<file path="src/rtl/ee3w_pkg.sv">
package ee3w_pkg;
  typedef enum logic [2:0] {K_NONE, K_WRITE, K_ERASE, K_ERAL, K_WRAL} kind_e;
  typedef enum logic [2:0] {S_IDLE, S_HDR, S_DATA, S_READ, S_DONE} st_e;

  localparam logic [1:0] OPC_READ  = 2'b10;
  localparam logic [1:0] OPC_WRITE = 2'b01;
  localparam logic [1:0] OPC_ERASE = 2'b11;

  localparam logic [1:0] SUB_EWEN = 2'b11;
  localparam logic [1:0] SUB_EWDS = 2'b00;
  localparam logic [1:0] SUB_ERAL = 2'b10;
endpackage

</file>
<file path="src/rtl/ee3w_sync.sv">
module ee3w_sync (
  input  logic clk_i,
  input  logic rst_ni,
  input  logic cs_i,
  input  logic sck_i,
  input  logic di_i,
  input  logic org_i,
  output logic cs_q_o,
  output logic di_q_o,
  output logic org_q_o,
  output logic sck_rise_o,
  output logic cs_fall_o
);
  logic sck_q, sck_q2, cs_q2;

  always_ff @(posedge clk_i or negedge rst_ni) begin
    if (!rst_ni) begin
      sck_q   <= 1'b0;
      sck_q2  <= 1'b0;
      cs_q_o  <= 1'b0;
      cs_q2   <= 1'b0;
      di_q_o  <= 1'b0;
      org_q_o <= 1'b1;
    end else begin
      sck_q   <= sck_i;
      sck_q2  <= sck_q;
      cs_q_o  <= cs_i;
      cs_q2   <= cs_q_o;
      di_q_o  <= di_i;
      org_q_o <= org_i;
    end
  end

  // serial clock is ignored while deselected
  assign sck_rise_o = sck_q & ~sck_q2 & cs_q_o;
  assign cs_fall_o  = cs_q2 & ~cs_q_o;
endmodule

</file>
<file path="src/rtl/ee3w_ctrl.sv">
module ee3w_ctrl
  import ee3w_pkg::*;
#(
  parameter int AW = 6,
  parameter int DW = 16
) (
  input  logic          clk_i,
  input  logic          rst_ni,
  input  logic          cs_i,
  input  logic          di_i,
  input  logic          org_i,
  input  logic          sck_rise_i,
  input  logic          cs_fall_i,
  input  logic          busy_i,
  input  logic [DW-1:0] rd_word_i,
  output logic [AW-1:0] rd_idx_o,
  output logic          start_acc_o,
  output logic          launch_o,
  output kind_e         arm_kind_o,
  output logic [AW:0]   arm_addr_o,
  output logic [DW-1:0] arm_data_o,
  output logic          arm_org_o,
  output logic          wen_o,
  output logic          rd_bit_o,
  output logic          st_read_o,
  output logic          st_idle_o
);
  localparam int AWX = AW + 1;
  localparam int HW  = AWX + 2;
  localparam int BW  = DW / 2;
  localparam int CW  = $clog2(DW + HW + 1) + 1;
  localparam int IW  = $clog2(DW);
  localparam logic [CW-1:0] HL16 = CW'(AW + 1);
  localparam logic [CW-1:0] HL8  = CW'(AWX + 1);
  localparam logic [CW-1:0] DL16 = CW'(DW - 1);
  localparam logic [CW-1:0] DL8  = CW'(BW - 1);

  st_e            st;
  logic [HW-1:0]  hdr_sr, nxt_hdr;
  logic [CW-1:0]  cnt;
  logic [DW-1:0]  dsr, cur_word;
  logic [AWX-1:0] rd_addr, adr;
  logic [IW-1:0]  bit_idx, wtop;
  logic [1:0]     opc, sub;
  logic           hdr_last, dat_last, armed, do_q;

  always_comb begin
    nxt_hdr = {hdr_sr[HW-2:0], di_i};
    if (org_i) begin
      opc = nxt_hdr[AW+1:AW];
      adr = {1'b0, nxt_hdr[AW-1:0]};
      sub = nxt_hdr[AW-1:AW-2];
    end else begin
      opc = nxt_hdr[AWX+1:AWX];
      adr = nxt_hdr[AWX-1:0];
      sub = nxt_hdr[AWX-1:AWX-2];
    end
    hdr_last = (cnt == (org_i ? HL16 : HL8));
    dat_last = (cnt == (org_i ? DL16 : DL8));
    wtop     = org_i ? IW'(DW - 1) : IW'(BW - 1);
    rd_idx_o = org_i ? rd_addr[AW-1:0] : rd_addr[AWX-1:1];
    if (org_i)           cur_word = rd_word_i;
    else if (rd_addr[0]) cur_word = {{BW{1'b0}}, rd_word_i[DW-1:BW]};
    else                 cur_word = {{BW{1'b0}}, rd_word_i[BW-1:0]};
  end

  always_ff @(posedge clk_i or negedge rst_ni) begin
    if (!rst_ni) begin
      st         <= S_IDLE;
      hdr_sr     <= '0;
      cnt        <= '0;
      dsr        <= '0;
      rd_addr    <= '0;
      bit_idx    <= '0;
      do_q       <= 1'b0;
      armed      <= 1'b0;
      wen_o      <= 1'b0;
      arm_kind_o <= K_NONE;
      arm_addr_o <= '0;
      arm_org_o  <= 1'b1;
    end else if (!cs_i) begin
      // deselect resets the framing logic, partial frames are lost
      st    <= S_IDLE;
      armed <= 1'b0;
    end else if (sck_rise_i) begin
      unique case (st)
        S_IDLE: begin
          if (di_i && !busy_i) begin
            st     <= S_HDR;
            cnt    <= '0;
            hdr_sr <= '0;
          end
        end
        S_HDR: begin
          hdr_sr <= nxt_hdr;
          cnt    <= cnt + 1'b1;
          if (hdr_last) begin
            cnt        <= '0;
            arm_addr_o <= adr;
            arm_org_o  <= org_i;
            unique case (opc)
              OPC_READ: begin
                st      <= S_READ;
                rd_addr <= adr;
                bit_idx <= wtop;
                do_q    <= 1'b0;
              end
              OPC_WRITE: begin
                st         <= S_DATA;
                arm_kind_o <= K_WRITE;
              end
              OPC_ERASE: begin
                st         <= S_DONE;
                arm_kind_o <= K_ERASE;
                armed      <= 1'b1;
              end
              default: begin
                unique case (sub)
                  SUB_EWEN: begin
                    wen_o <= 1'b1;
                    st    <= S_DONE;
                  end
                  SUB_EWDS: begin
                    wen_o <= 1'b0;
                    st    <= S_DONE;
                  end
                  SUB_ERAL: begin
                    arm_kind_o <= K_ERAL;
                    armed      <= 1'b1;
                    st         <= S_DONE;
                  end
                  default: begin
                    arm_kind_o <= K_WRAL;
                    st         <= S_DATA;
                  end
                endcase
              end
            endcase
          end
        end
        S_DATA: begin
          dsr <= {dsr[DW-2:0], di_i};
          cnt <= cnt + 1'b1;
          if (dat_last) begin
            armed <= 1'b1;
            st    <= S_DONE;
          end
        end
        S_READ: begin
          do_q <= cur_word[bit_idx];
          if (bit_idx == '0) begin
            bit_idx <= wtop;
            if (org_i) rd_addr <= {1'b0, rd_addr[AW-1:0] + AW'(1)};
            else       rd_addr <= rd_addr + AWX'(1);
          end else begin
            bit_idx <= bit_idx - 1'b1;
          end
        end
        default: ;
      endcase
    end
  end

  assign start_acc_o = sck_rise_i & (st == S_IDLE) & di_i & ~busy_i;
  assign launch_o    = cs_fall_i & armed & wen_o & ~busy_i;
  assign arm_data_o  = dsr;
  assign rd_bit_o    = do_q;
  assign st_read_o   = (st == S_READ);
  assign st_idle_o   = (st == S_IDLE);
endmodule

</file>
<file path="src/rtl/ee3w_prog.sv">
module ee3w_prog
  import ee3w_pkg::*;
#(
  parameter int AW          = 6,
  parameter int DW          = 16,
  parameter int PROG_CYCLES = 64
) (
  input  logic          clk_i,
  input  logic          rst_ni,
  input  logic          launch_i,
  input  logic          start_acc_i,
  input  kind_e         kind_i,
  input  logic [AW:0]   addr_i,
  input  logic [DW-1:0] data_i,
  input  logic          org_i,
  output logic          busy_o,
  output logic          stat_pend_o,
  output logic          commit_o,
  output kind_e         kind_o,
  output logic [AW:0]   addr_o,
  output logic [DW-1:0] data_o,
  output logic          org_o
);
  localparam int TW = $clog2(PROG_CYCLES + 1);
  localparam logic [TW-1:0] TLAST = TW'(PROG_CYCLES - 1);

  logic [TW-1:0] tmr;

  always_ff @(posedge clk_i or negedge rst_ni) begin
    if (!rst_ni) begin
      busy_o      <= 1'b0;
      stat_pend_o <= 1'b0;
      tmr         <= '0;
      kind_o      <= K_NONE;
      addr_o      <= '0;
      data_o      <= '0;
      org_o       <= 1'b1;
    end else begin
      if (launch_i) begin
        busy_o      <= 1'b1;
        stat_pend_o <= 1'b1;
        tmr         <= '0;
        kind_o      <= kind_i;
        addr_o      <= addr_i;
        data_o      <= data_i;
        org_o       <= org_i;
      end else begin
        if (busy_o) begin
          if (tmr == TLAST) busy_o <= 1'b0;
          else              tmr    <= tmr + 1'b1;
        end
        if (start_acc_i) stat_pend_o <= 1'b0;
      end
    end
  end

  assign commit_o = busy_o & (tmr == TLAST);
endmodule

</file>
<file path="src/rtl/ee3w_mem.sv">
module ee3w_mem
  import ee3w_pkg::*;
#(
  parameter int AW = 6,
  parameter int DW = 16
) (
  input  logic          clk_i,
  input  logic          rst_ni,
  input  logic          commit_i,
  input  kind_e         kind_i,
  input  logic [AW:0]   addr_i,
  input  logic [DW-1:0] data_i,
  input  logic          org_i,
  input  logic [AW-1:0] rd_idx_i,
  output logic [DW-1:0] rd_word_o
);
  localparam int NW = 1 << AW;
  localparam int BW = DW / 2;

  logic [DW-1:0] mem [NW];

  for (genvar i = 0; i < NW; i++) begin : g_word
    logic          hit;
    logic [DW-1:0] nxt;

    always_comb begin
      hit = org_i ? (addr_i[AW-1:0] == AW'(i)) : (addr_i[AW:1] == AW'(i));
      nxt = mem[i];
      unique case (kind_i)
        K_ERASE, K_WRITE: begin
          if (hit) begin
            if (org_i)          nxt = (kind_i == K_ERASE) ? '1 : data_i;
            else if (addr_i[0]) nxt[DW-1:BW] = (kind_i == K_ERASE) ? '1 : data_i[BW-1:0];
            else                nxt[BW-1:0]  = (kind_i == K_ERASE) ? '1 : data_i[BW-1:0];
          end
        end
        K_ERAL:  nxt = '1;
        K_WRAL:  nxt = org_i ? data_i : {data_i[BW-1:0], data_i[BW-1:0]};
        default: ;
      endcase
    end

    always_ff @(posedge clk_i or negedge rst_ni) begin
      if (!rst_ni)       mem[i] <= '1;
      else if (commit_i) mem[i] <= nxt;
    end
  end

  assign rd_word_o = mem[rd_idx_i];
endmodule

</file>
<file path="src/rtl/ee3w_slave.sv">
module ee3w_slave
  import ee3w_pkg::*;
#(
  parameter int ADDR_W      = 6,
  parameter int DATA_W      = 16,
  parameter int PROG_CYCLES = 64
) (
  input  logic clk_i,
  input  logic rst_ni,
  input  logic cs_i,
  input  logic sck_i,
  input  logic di_i,
  input  logic org_i,
  output logic do_o,
  output logic do_oe_o
);
  logic              cs_q, di_q, org_q, sck_rise, cs_fall;
  logic              start_acc, prog_go, wr_en, rd_bit, st_read, st_idle;
  logic              prog_busy, stat_pend, mem_commit, arm_org, c_org;
  kind_e             arm_kind, c_kind;
  logic [ADDR_W:0]   arm_addr, c_addr;
  logic [DATA_W-1:0] arm_data, c_data, rd_word;
  logic [ADDR_W-1:0] rd_idx;

  ee3w_sync u_sync (
    .clk_i, .rst_ni, .cs_i, .sck_i, .di_i, .org_i,
    .cs_q_o(cs_q), .di_q_o(di_q), .org_q_o(org_q),
    .sck_rise_o(sck_rise), .cs_fall_o(cs_fall)
  );

  ee3w_ctrl #(.AW(ADDR_W), .DW(DATA_W)) u_ctrl (
    .clk_i, .rst_ni,
    .cs_i(cs_q), .di_i(di_q), .org_i(org_q),
    .sck_rise_i(sck_rise), .cs_fall_i(cs_fall), .busy_i(prog_busy),
    .rd_word_i(rd_word), .rd_idx_o(rd_idx),
    .start_acc_o(start_acc), .launch_o(prog_go),
    .arm_kind_o(arm_kind), .arm_addr_o(arm_addr), .arm_data_o(arm_data),
    .arm_org_o(arm_org), .wen_o(wr_en), .rd_bit_o(rd_bit),
    .st_read_o(st_read), .st_idle_o(st_idle)
  );

  ee3w_prog #(.AW(ADDR_W), .DW(DATA_W), .PROG_CYCLES(PROG_CYCLES)) u_prog (
    .clk_i, .rst_ni,
    .launch_i(prog_go), .start_acc_i(start_acc),
    .kind_i(arm_kind), .addr_i(arm_addr), .data_i(arm_data), .org_i(arm_org),
    .busy_o(prog_busy), .stat_pend_o(stat_pend), .commit_o(mem_commit),
    .kind_o(c_kind), .addr_o(c_addr), .data_o(c_data), .org_o(c_org)
  );

  ee3w_mem #(.AW(ADDR_W), .DW(DATA_W)) u_mem (
    .clk_i, .rst_ni,
    .commit_i(mem_commit), .kind_i(c_kind), .addr_i(c_addr),
    .data_i(c_data), .org_i(c_org),
    .rd_idx_i(rd_idx), .rd_word_o(rd_word)
  );

  assign do_oe_o = cs_q & (st_read | (st_idle & stat_pend));
  assign do_o    = st_read ? rd_bit : ~prog_busy;
endmodule

</file>
<file path="config.mk">
export PLATFORM = sky130hd
export DESIGN_NAME = ee3w_slave
export DESIGN_NICKNAME = d
export VERILOG_FILES = /design/src/rtl/ee3w_pkg.sv /design/src/rtl/ee3w_sync.sv /design/src/rtl/ee3w_ctrl.sv /design/src/rtl/ee3w_prog.sv /design/src/rtl/ee3w_mem.sv /design/src/rtl/ee3w_slave.sv
export SDC_FILE = /design/constraint.sdc
export NUM_CORES = 2
export LEC_CHECK = 0
export BUFFER_PORTS_ARGS = -buffer_cell sky130_fd_sc_hd__buf_4
export CORE_MARGIN = 5
export CORE_UTILIZATION = 35
export DETAILED_ROUTE_END_ITERATION = 16
export GPL_ROUTABILITY_DRIVEN = 1
export PLACE_DENSITY = 0.5
export SLEW_MARGIN = 20
export SYNTH_ARGS = -nofsm -noshare
export SYNTH_HDL_FRONTEND = slang
export SYNTH_SLANG_ARGS = --single-unit
</file>
<file path="constraint.sdc">
create_clock -name clk_i -period 3.6 [get_ports clk_i]
set_input_delay 0.54 -clock clk_i [delete_from_list [all_inputs] [get_ports clk_i]]
set_output_delay 0.54 -clock clk_i [all_outputs]
set_load 0.01 [all_outputs]
</file>
==> Word level (Yosys, flattened, before mapping) <==
Cells that the tools add are included.
{ "classes": {"n_mux": 256, "add_sub_neg": 5, "eq_ne": 221, "n_bitwise": 19, "n_reduce_logical": 158, "order_cmp": 2} }
{ "op_table": {"columns": ["op", "n"], "rows": [
  ["$pmux W16 S3", 64],
  ["$mux W16", 70],
  ["$reduce_and A4 Y1", 131],
  ["$eq A6 B6 Y1 const B", 64],
  ["$eq A6 B5 Y1 const B", 32],
  ["$ne A2 B1 Y1 const B", 69],
  ["$bmux W16 S6", 1],
  ["$eq A6 B4 Y1 const B", 16],
  ["$mux W1", 78],
  ["$mux W7", 8],
  ["$eq A6 B3 Y1 const B", 8],
  ["$mux W8", 5],
  ["$pmux W3 S3", 3],
  ["$eq A6 B2 Y1 const B", 4],
  ["$mux W4", 6],
  ["$reduce_and A6 Y1", 4],
  ["$mux W3", 6],
  ["$mux W6", 3],
  ["$pmux W6 S3", 1],
  ["$pmux W8 S2", 1],
  ["$add A7 B1 Y7 const B", 2],
  ["$pmux W7 S2", 1],
  ["$add A6 B1 Y6 const B", 2],
  ["$and A1 B1 Y1", 12],
  ["other kinds (37)", 70]
]} }
{ "totals": {"register_bits": 1124, "out_inout_bits": 2, "input_bits": 6} }

==> Longest topological paths before layout <==
{ "logic_depth": {"word_depth": 10, "ltp_mapped": 16, "depth_no_buf": 10} }

==> Modules after synthesis <==
Synthesis repeated with hierarchy kept, for this count alone.
{ "unflattened": {"cells_unflattened": 3666, "area_unflattened_um2": 54786.3} }
{ "by_module_without_submodules": {"columns": ["module", "seq_area_each_um2", "area_each_um2", "instances", "cells_each"], "rows": [
  ["ee3w_mem", 26905.8, 49698.9, 1, 3242],
  ["ee3w_ctrl", 1452.6, 3434.5, 1, 314],
  ["ee3w_prog", 902.1, 1466.4, 1, 98],
  ["ee3w_sync", 151.4, 166.4, 1, 8],
  ["ee3w_slave", 0.0, 20.0, 1, 4]
]} }

==> Worst setup path before layout <==
Ideal clock, no wire load.
{ "synth_timing": {"kind": "flip-flop to flip-flop", "from": "reg u_sync.org_q_o", "to": "reg u_ctrl.do_q, in the netlist u_ctrl.rd_bit_o", "required_time_ns": 3.474, "synth_period_minus_slack_ns": 3.427, "t_arrival_ns": 3.301, "stages_incl_launch_ff": 15, "slack_ns": 0.173, "cell_sequence": "dfstp_2 buf_4 buf_6 buf_6 buf_2 buf_2 buf_2 mux2_2 inv_1 ha_1 a21oi_1 nor3_2 nor2b_1 or2_2 o32a_1"} }
{ "synth_between": {"elab_chain_cells": 10} }
{ "synth_lines": {"columns": ["item", "line", "text"], "rows": [
  ["start, declared", "ee3w_sync.sv:10", "output logic org_q_o,"],
  ["start signal, assigned", "ee3w_sync.sv:30", "org_q_o <= org_i;"],
  ["$mux W6", "ee3w_ctrl.sv:61", "rd_idx_o = org_i ? rd_addr[AW-1:0] : rd_addr[AWX-1:1];"],
  ["$not A6 Y7 (not written as such)", "ee3w_mem.sv:49", "assign rd_word_o = mem[rd_idx_i];"],
  ["$bmux W16 S6", "ee3w_mem.sv:49", null],
  ["$mux W16 (not written as such) (2 in series)", "ee3w_mem.sv:49", null],
  ["$mux W8", "ee3w_ctrl.sv:63", "else if (rd_addr[0]) cur_word = {{BW{1'b0}}, rd_word_i[DW-1:BW]};"],
  ["$mux W16", "ee3w_ctrl.sv:62", "if (org_i) cur_word = rd_word_i;"],
  ["$bmux W1 S4", "ee3w_ctrl.sv:150", "do_q <= cur_word[bit_idx];"],
  ["$mux W1 (not written as such)", "ee3w_ctrl.sv:150", null],
  ["$pmux W1 S2", "ee3w_ctrl.sv:86", "unique case (st)"],
  ["end signal, assigned", "ee3w_ctrl.sv:150", null],
  ["end, declared", "ee3w_ctrl.sv:45", "logic hdr_last, dat_last, armed, do_q;"]
]} }
Parallel ways exist; a longest one is shown, timed or not. The select of a mux whose other input is x is not followed.
A chain may end at the register's enable or synchronous reset.

==> Final worst setup path <==
{ "layout_timing": {"from": "reg u_ctrl.rd_addr[4]", "to": "reg u_ctrl.do_q, in the netlist u_ctrl.rd_bit_o"} }
{ "layout_between": {"elab_chain_cells": 10} }
{ "layout_lines": {"columns": ["item", "line", "text"], "rows": [
  ["start, declared", "ee3w_ctrl.sv:42", "logic [AWX-1:0] rd_addr, adr;"],
  ["start signal, assigned", "ee3w_ctrl.sv:104", "rd_addr <= adr;"],
  ["start signal, assigned", "ee3w_ctrl.sv:153", "if (org_i) rd_addr <= {1'b0, rd_addr[AW-1:0] + AW'(1)};"],
  ["start signal, assigned", "ee3w_ctrl.sv:154", "else rd_addr <= rd_addr + AWX'(1);"],
  ["$mux W6 *", "ee3w_ctrl.sv:61", null],
  ["$not A6 Y7 (not written as such) *", "ee3w_mem.sv:49", null],
  ["$bmux W16 S6 *", "ee3w_mem.sv:49", null],
  ["$mux W16 (not written as such) * (2 in series)", "ee3w_mem.sv:49", null],
  ["$mux W8", "ee3w_ctrl.sv:63", null],
  ["$mux W16 *", "ee3w_ctrl.sv:62", null],
  ["$bmux W1 S4 *", "ee3w_ctrl.sv:150", null],
  ["$mux W1 (not written as such) *", "ee3w_ctrl.sv:150", null],
  ["$pmux W1 S2 *", "ee3w_ctrl.sv:86", null]
]} }
Every way passes the cells marked *; elsewhere a longest branch is shown, timed or not. The select of a mux whose other input is x is not followed.

==> run summary <==
- fraction of the mapped netlist area in simple logic gates: 16.3%
- via count: 47.8k
- fraction of power consumed by sequential logic: 47.3%
- Reg2Reg Launch Point: u_ctrl.rd_addr[4]$_DFFE_PN0P_
- cell count of the worst hold path: 0
- total number of placement rows: 147
- TritonCTS buffer count: 131
- routed length per instance: 25.1 um
- Final Worst Setup Slack: -0.154 ns
- worst reg2reg endpoint: u_ctrl.rd_bit_o$_DFFE_PN0P_
- final hold violations: 0
- master cell of the clock root buffer: clkbuf_16
- fraction of layout instances using a drive strength above 1: 34.8%
- class of the tightest hold or removal check: flip-flop to flip-flop
- crit-path most repeated cell: buf_4
- number of buffer and inverter instances along the worst setup path: 4
- die area: 169,000 um^2
- worst path cell trace: buf_12 -> mux2_2 -> buf_4 -> o221ai_1 -> a21oi_1 -> o211ai_1 -> a32oi_1 -> buf_4 -> nor2_2 -> o22ai_4 -> a41oi_1 -> a21boi_2 -> buf_4 -> o32a_1
- detailed-router iteration count before antenna repair: 8
- I/O pin total: 8
- endpoints failing setup: 1
- outcome: finished with violations
- Slowest-stage cell, CP: dfrtp_1
- buffer depth of the longest clock path: 3
- Mean Syn Cell Area: 9.26 um^2
- sequential cell area fraction in the yosys report: 52.1%
- r2r setup slk: -0.15 ns
- worst-case setup slack after placement: -0.617 ns
- internal portion of total power: 20.8 mW
- Yosys warning total: 0
- Initial Utilization: 35.2%
- final count of pins violating max slew: 0
- critical path required time: 4.31 ns
- area added between synthesis and finish: 20.4%
- portion of synthesized cell area occupied by the leading cell type: 47.8%
- number of cell instances on the worst register-to-register path: 14
- largest cells by area after synthesis: dfstp_2 (48%), a21oi_1 (9.2%), nor2_1 (7.4%), nand2_1 (4.5%), dfrtp_1 (4.3%)
- part of the power in combinational logic: 2.5%
- switching fraction of total power: 22.6%
- gate count of the mapped netlist: 6,093
- pin count of the biggest net entering global routing: 108
- areal power density over the cells: 395 nW/um^2
- measured slew at the worst slew-check pin: 1.07 ns
- Die Y: 412 um
- most instantiated library cell after synthesis: nor2_1
- arrival time at the worst endpoint: 4.46 ns
- f_max: 0.266 GHz
- Max-slew headroom: 28.4%
- clock network power share: 50.1%
- clock latency on the worst-skew pair: 0.78 ns
- portion of the clock cycle consumed by the worst path in the final layout: 104%
- Critical Setup Path Class: flip-flop to flip-flop
- first-pass GRT wire length: 319,000 um
- unrepaired setup endpoints after global routing: true
- Hold Path Origin: u_sync.sck_q$_DFF_PN0_
- number of global-route vias before repair: 46.8k
- shortest clock period the worst path allows after layout: 3.75 ns
- initial DRC count: 4,637
- Final Core Density: 42.4%
- Max VDD drop: 0.495 mV
- largest area contributor in the synthesized netlist: dfstp_2
- post-synthesis share of cell area spent on full adders, half adders and majority gates: 0.310%
- endpoint of the worst hold path: u_sync.sck_q2$_DFF_PN0_
- final routed wirelength across all metal layers: 215,000 um
- critical path launch point type: flip-flop
- critical path's largest stage delay: 0.63 ns
- skew final: 0.0274 ns
- flip-flop cell with the highest count after synthesis: dfstp_2
- share of flip-flops with an asynchronous set or reset after synthesis: 100%
- number of buffers added on ports: 7
- grt ovf: 0
- flip-flop and latch count after synthesis: 1,124
- H-tree depth: 4
- Final Net Count: 6,341
- number of enable-type register cells in the synthesized netlist: 0
- largest fanout of any net on the critical path: 18
- violations in the final reports: setup timing
- dominant combinational cell family by area after synthesis: compound AO/OA/AOI/OAI gates
- number of nets produced by synthesis: 6,113
- Detail Placement HPWL: 143,000 um
- commonest cells in the synthesized netlist: nor2_1 (1,115), a21oi_1 (1,041), dfstp_2 (1,027), nand2_1 (678), clkbuf_1 (343)
- Floorplan Core Area: 160,000 um^2
- Psw: 6.07 mW
- compound-gate portion of the synthesized area: 18.7%
- element type at the critical path end: flip-flop
- clock transition time at the flip-flop clock pins of the worst setup and hold paths: 0.06 ns
- die outline width: 412 um
- antenna violations before repair: 3
- synthesized-area fraction occupied by xor and xnor cells: 0.0931%
- family with the most delay on the worst path: compound AO/OA/AOI/OAI gates
- multiplexer fraction of the synthesized cell area: 8.13%
- leakage component of the power: 26.1 nW
- Unique masters post-synth: 79
- number of nets still failing antenna checks after routing: 0
- final estimated routing congestion in global placement: 0.949
- clock tree from TritonCTS: yes
- number of design rule violations left after detail routing: 0
- max-capacitance violation count: 0
- number of sinks on the clock net: 1,124
- cell area after synthesis: 56,400 um^2
- Via-to-Cell Ratio: 5.57
- All-Layer GR Usage: 25.0%
metrics by stage:
stage	instances	total power, mW	instance area [um^2]	TNS (ns)	hold WS, ns
after global placement	8315	13.5	62400	-0.665	0.353
final	8580	26.9	68000	-0.154	0.380
after floorplan	6093	13.1	56400	0	0.244
after global routing	8578	27.8	68000	-0.216	0.391
after detailed placement	8316	13.5	62400	-0.617	0.359
after CTS	8578	27.2	67900	-0.0225	0.360
layout by cell type, fill, tap and decap left out, types with 18 or more instances in the layout:
master | netlist | routed
nor2_1 | 1115 | 1102
a21oi_1 | 1041 | 1033
dfstp_2 | 1027 | 1026
nand2_1 | 678 | 674
buf_4 | 40 | 519
o21ai_0 | 228 | 226
mux2_2 | 200 | 197
clkbuf_16 | 0 | 134
nand3_1 | 132 | 132
mux2i_1 | 133 | 128
o22ai_1 | 125 | 114
dfrtp_1 | 97 | 94
buf_12 | 0 | 81
a221oi_1 | 77 | 75
and3_1 | 55 | 55
nor2b_1 | 55 | 53
a31oi_1 | 54 | 48
a211oi_1 | 58 | 45
mux4_2 | 40 | 40
nor3_1 | 40 | 38
o221ai_1 | 40 | 38
clkbuf_1 | 343 | 38
clkbuf_8 | 0 | 23
or2_2 | 20 | 20
nand2b_1 | 20 | 18
cell type report:
class	instances	area (um^2)
Fill cell	15800	92400
Sequential cell	1124	29400
Multi-Input combinational cell	4424	25600
Timing Repair Buffer	622	5920
Clock buffer	195	3810
Tap cell	2160	2700
Clock inverter	35	457
Inverter	18	72.6
Antenna cell	2	5.00
registers in the layout, indices dropped and copies added (netlist names), 3 cells and up:
register           cells
u_ctrl.arm_addr_o      7
u_ctrl.arm_kind_o      3
u_ctrl.arm_data_o     16
u_prog.kind_o          3
u_prog.addr_o          7
u_ctrl.rd_addr         7
u_prog.data_o         16
u_ctrl.cnt             6
u_prog.tmr             7
u_ctrl.bit_idx         4
u_ctrl.st              3
u_ctrl.hdr_sr          8
u_mem.mem           1024
power groups by stage:
stage               Clock, mW  Sequential [mW]  Combinational [mW]
floorplan                   0             12.9               0.177
global placement            0             12.9               0.634
detailed placement          0             12.9               0.636
CTS                      13.8             12.7               0.692
global route             14.3             12.7               0.752
finish                   13.5             12.7               0.683
routing by layer:
metal / GRT usage, % / wire [um]
met5: 0 / 0
met4: 10.1 / 9710
met3: 4.25 / 13900
met2: 39.4 / 97100
met1: 34.3 / 94300
repair_timing:
| item | CTS | global route |
|---|---|---|
| setup buffers | 23 | 0 |
| cloned | 10 | 0 |
| endpoints found under the hold margin | 7 | 0 |
| pin swaps | 23 | 2 |
| setup endpoints to repair | 1 | 2 |
| gates resized for setup | 143 | 7 |
| hold buffers | 5 | 0 |
kinds of logic (layout without fill, tap and decap cells):
| family | count (synthesis) | count (layout) |
|---|---|---|
| and+or+nand+nor | 2207 | 2207 |
| xor gates and xnor gates | 6 | 6 |
| other | 0 | 2 |
| DFF | 1124 | 1124 |
| buffers and inverters | 549 | 870 |
| AOI/OAI and AO/OA | 1815 | 1815 |
| adders and majority gates | 14 | 14 |
| muxes | 378 | 382 |
how the worst max path moves through the flow:
stage / startpoint / end / slack [ns] / depth (start not counted)
after detailed placement: u_sync.org_q_o$_DFF_PN1_ / u_ctrl.rd_bit_o$_DFFE_PN0P_ / -0.62 / 14
final: u_ctrl.rd_addr[4]$_DFFE_PN0P_ / u_ctrl.rd_bit_o$_DFFE_PN0P_ / -0.15 / 14
after CTS: u_sync.org_q_o$_DFF_PN1_ / u_ctrl.rd_bit_o$_DFFE_PN0P_ / -0.02 / 14
after floorplan: u_sync.org_q_o$_DFF_PN1_ / u_ctrl.rd_bit_o$_DFFE_PN0P_ / 0.17 / 14
after global routing: u_sync.org_q_o$_DFF_PN1_ / u_ctrl.rd_bit_o$_DFFE_PN0P_ / -0.22 / 16
after global placement: u_sync.org_q_o$_DFF_PN1_ / u_ctrl.rd_bit_o$_DFFE_PN0P_ / -0.67 / 15
No activity file was read; power rests on OpenSTA's default activity.
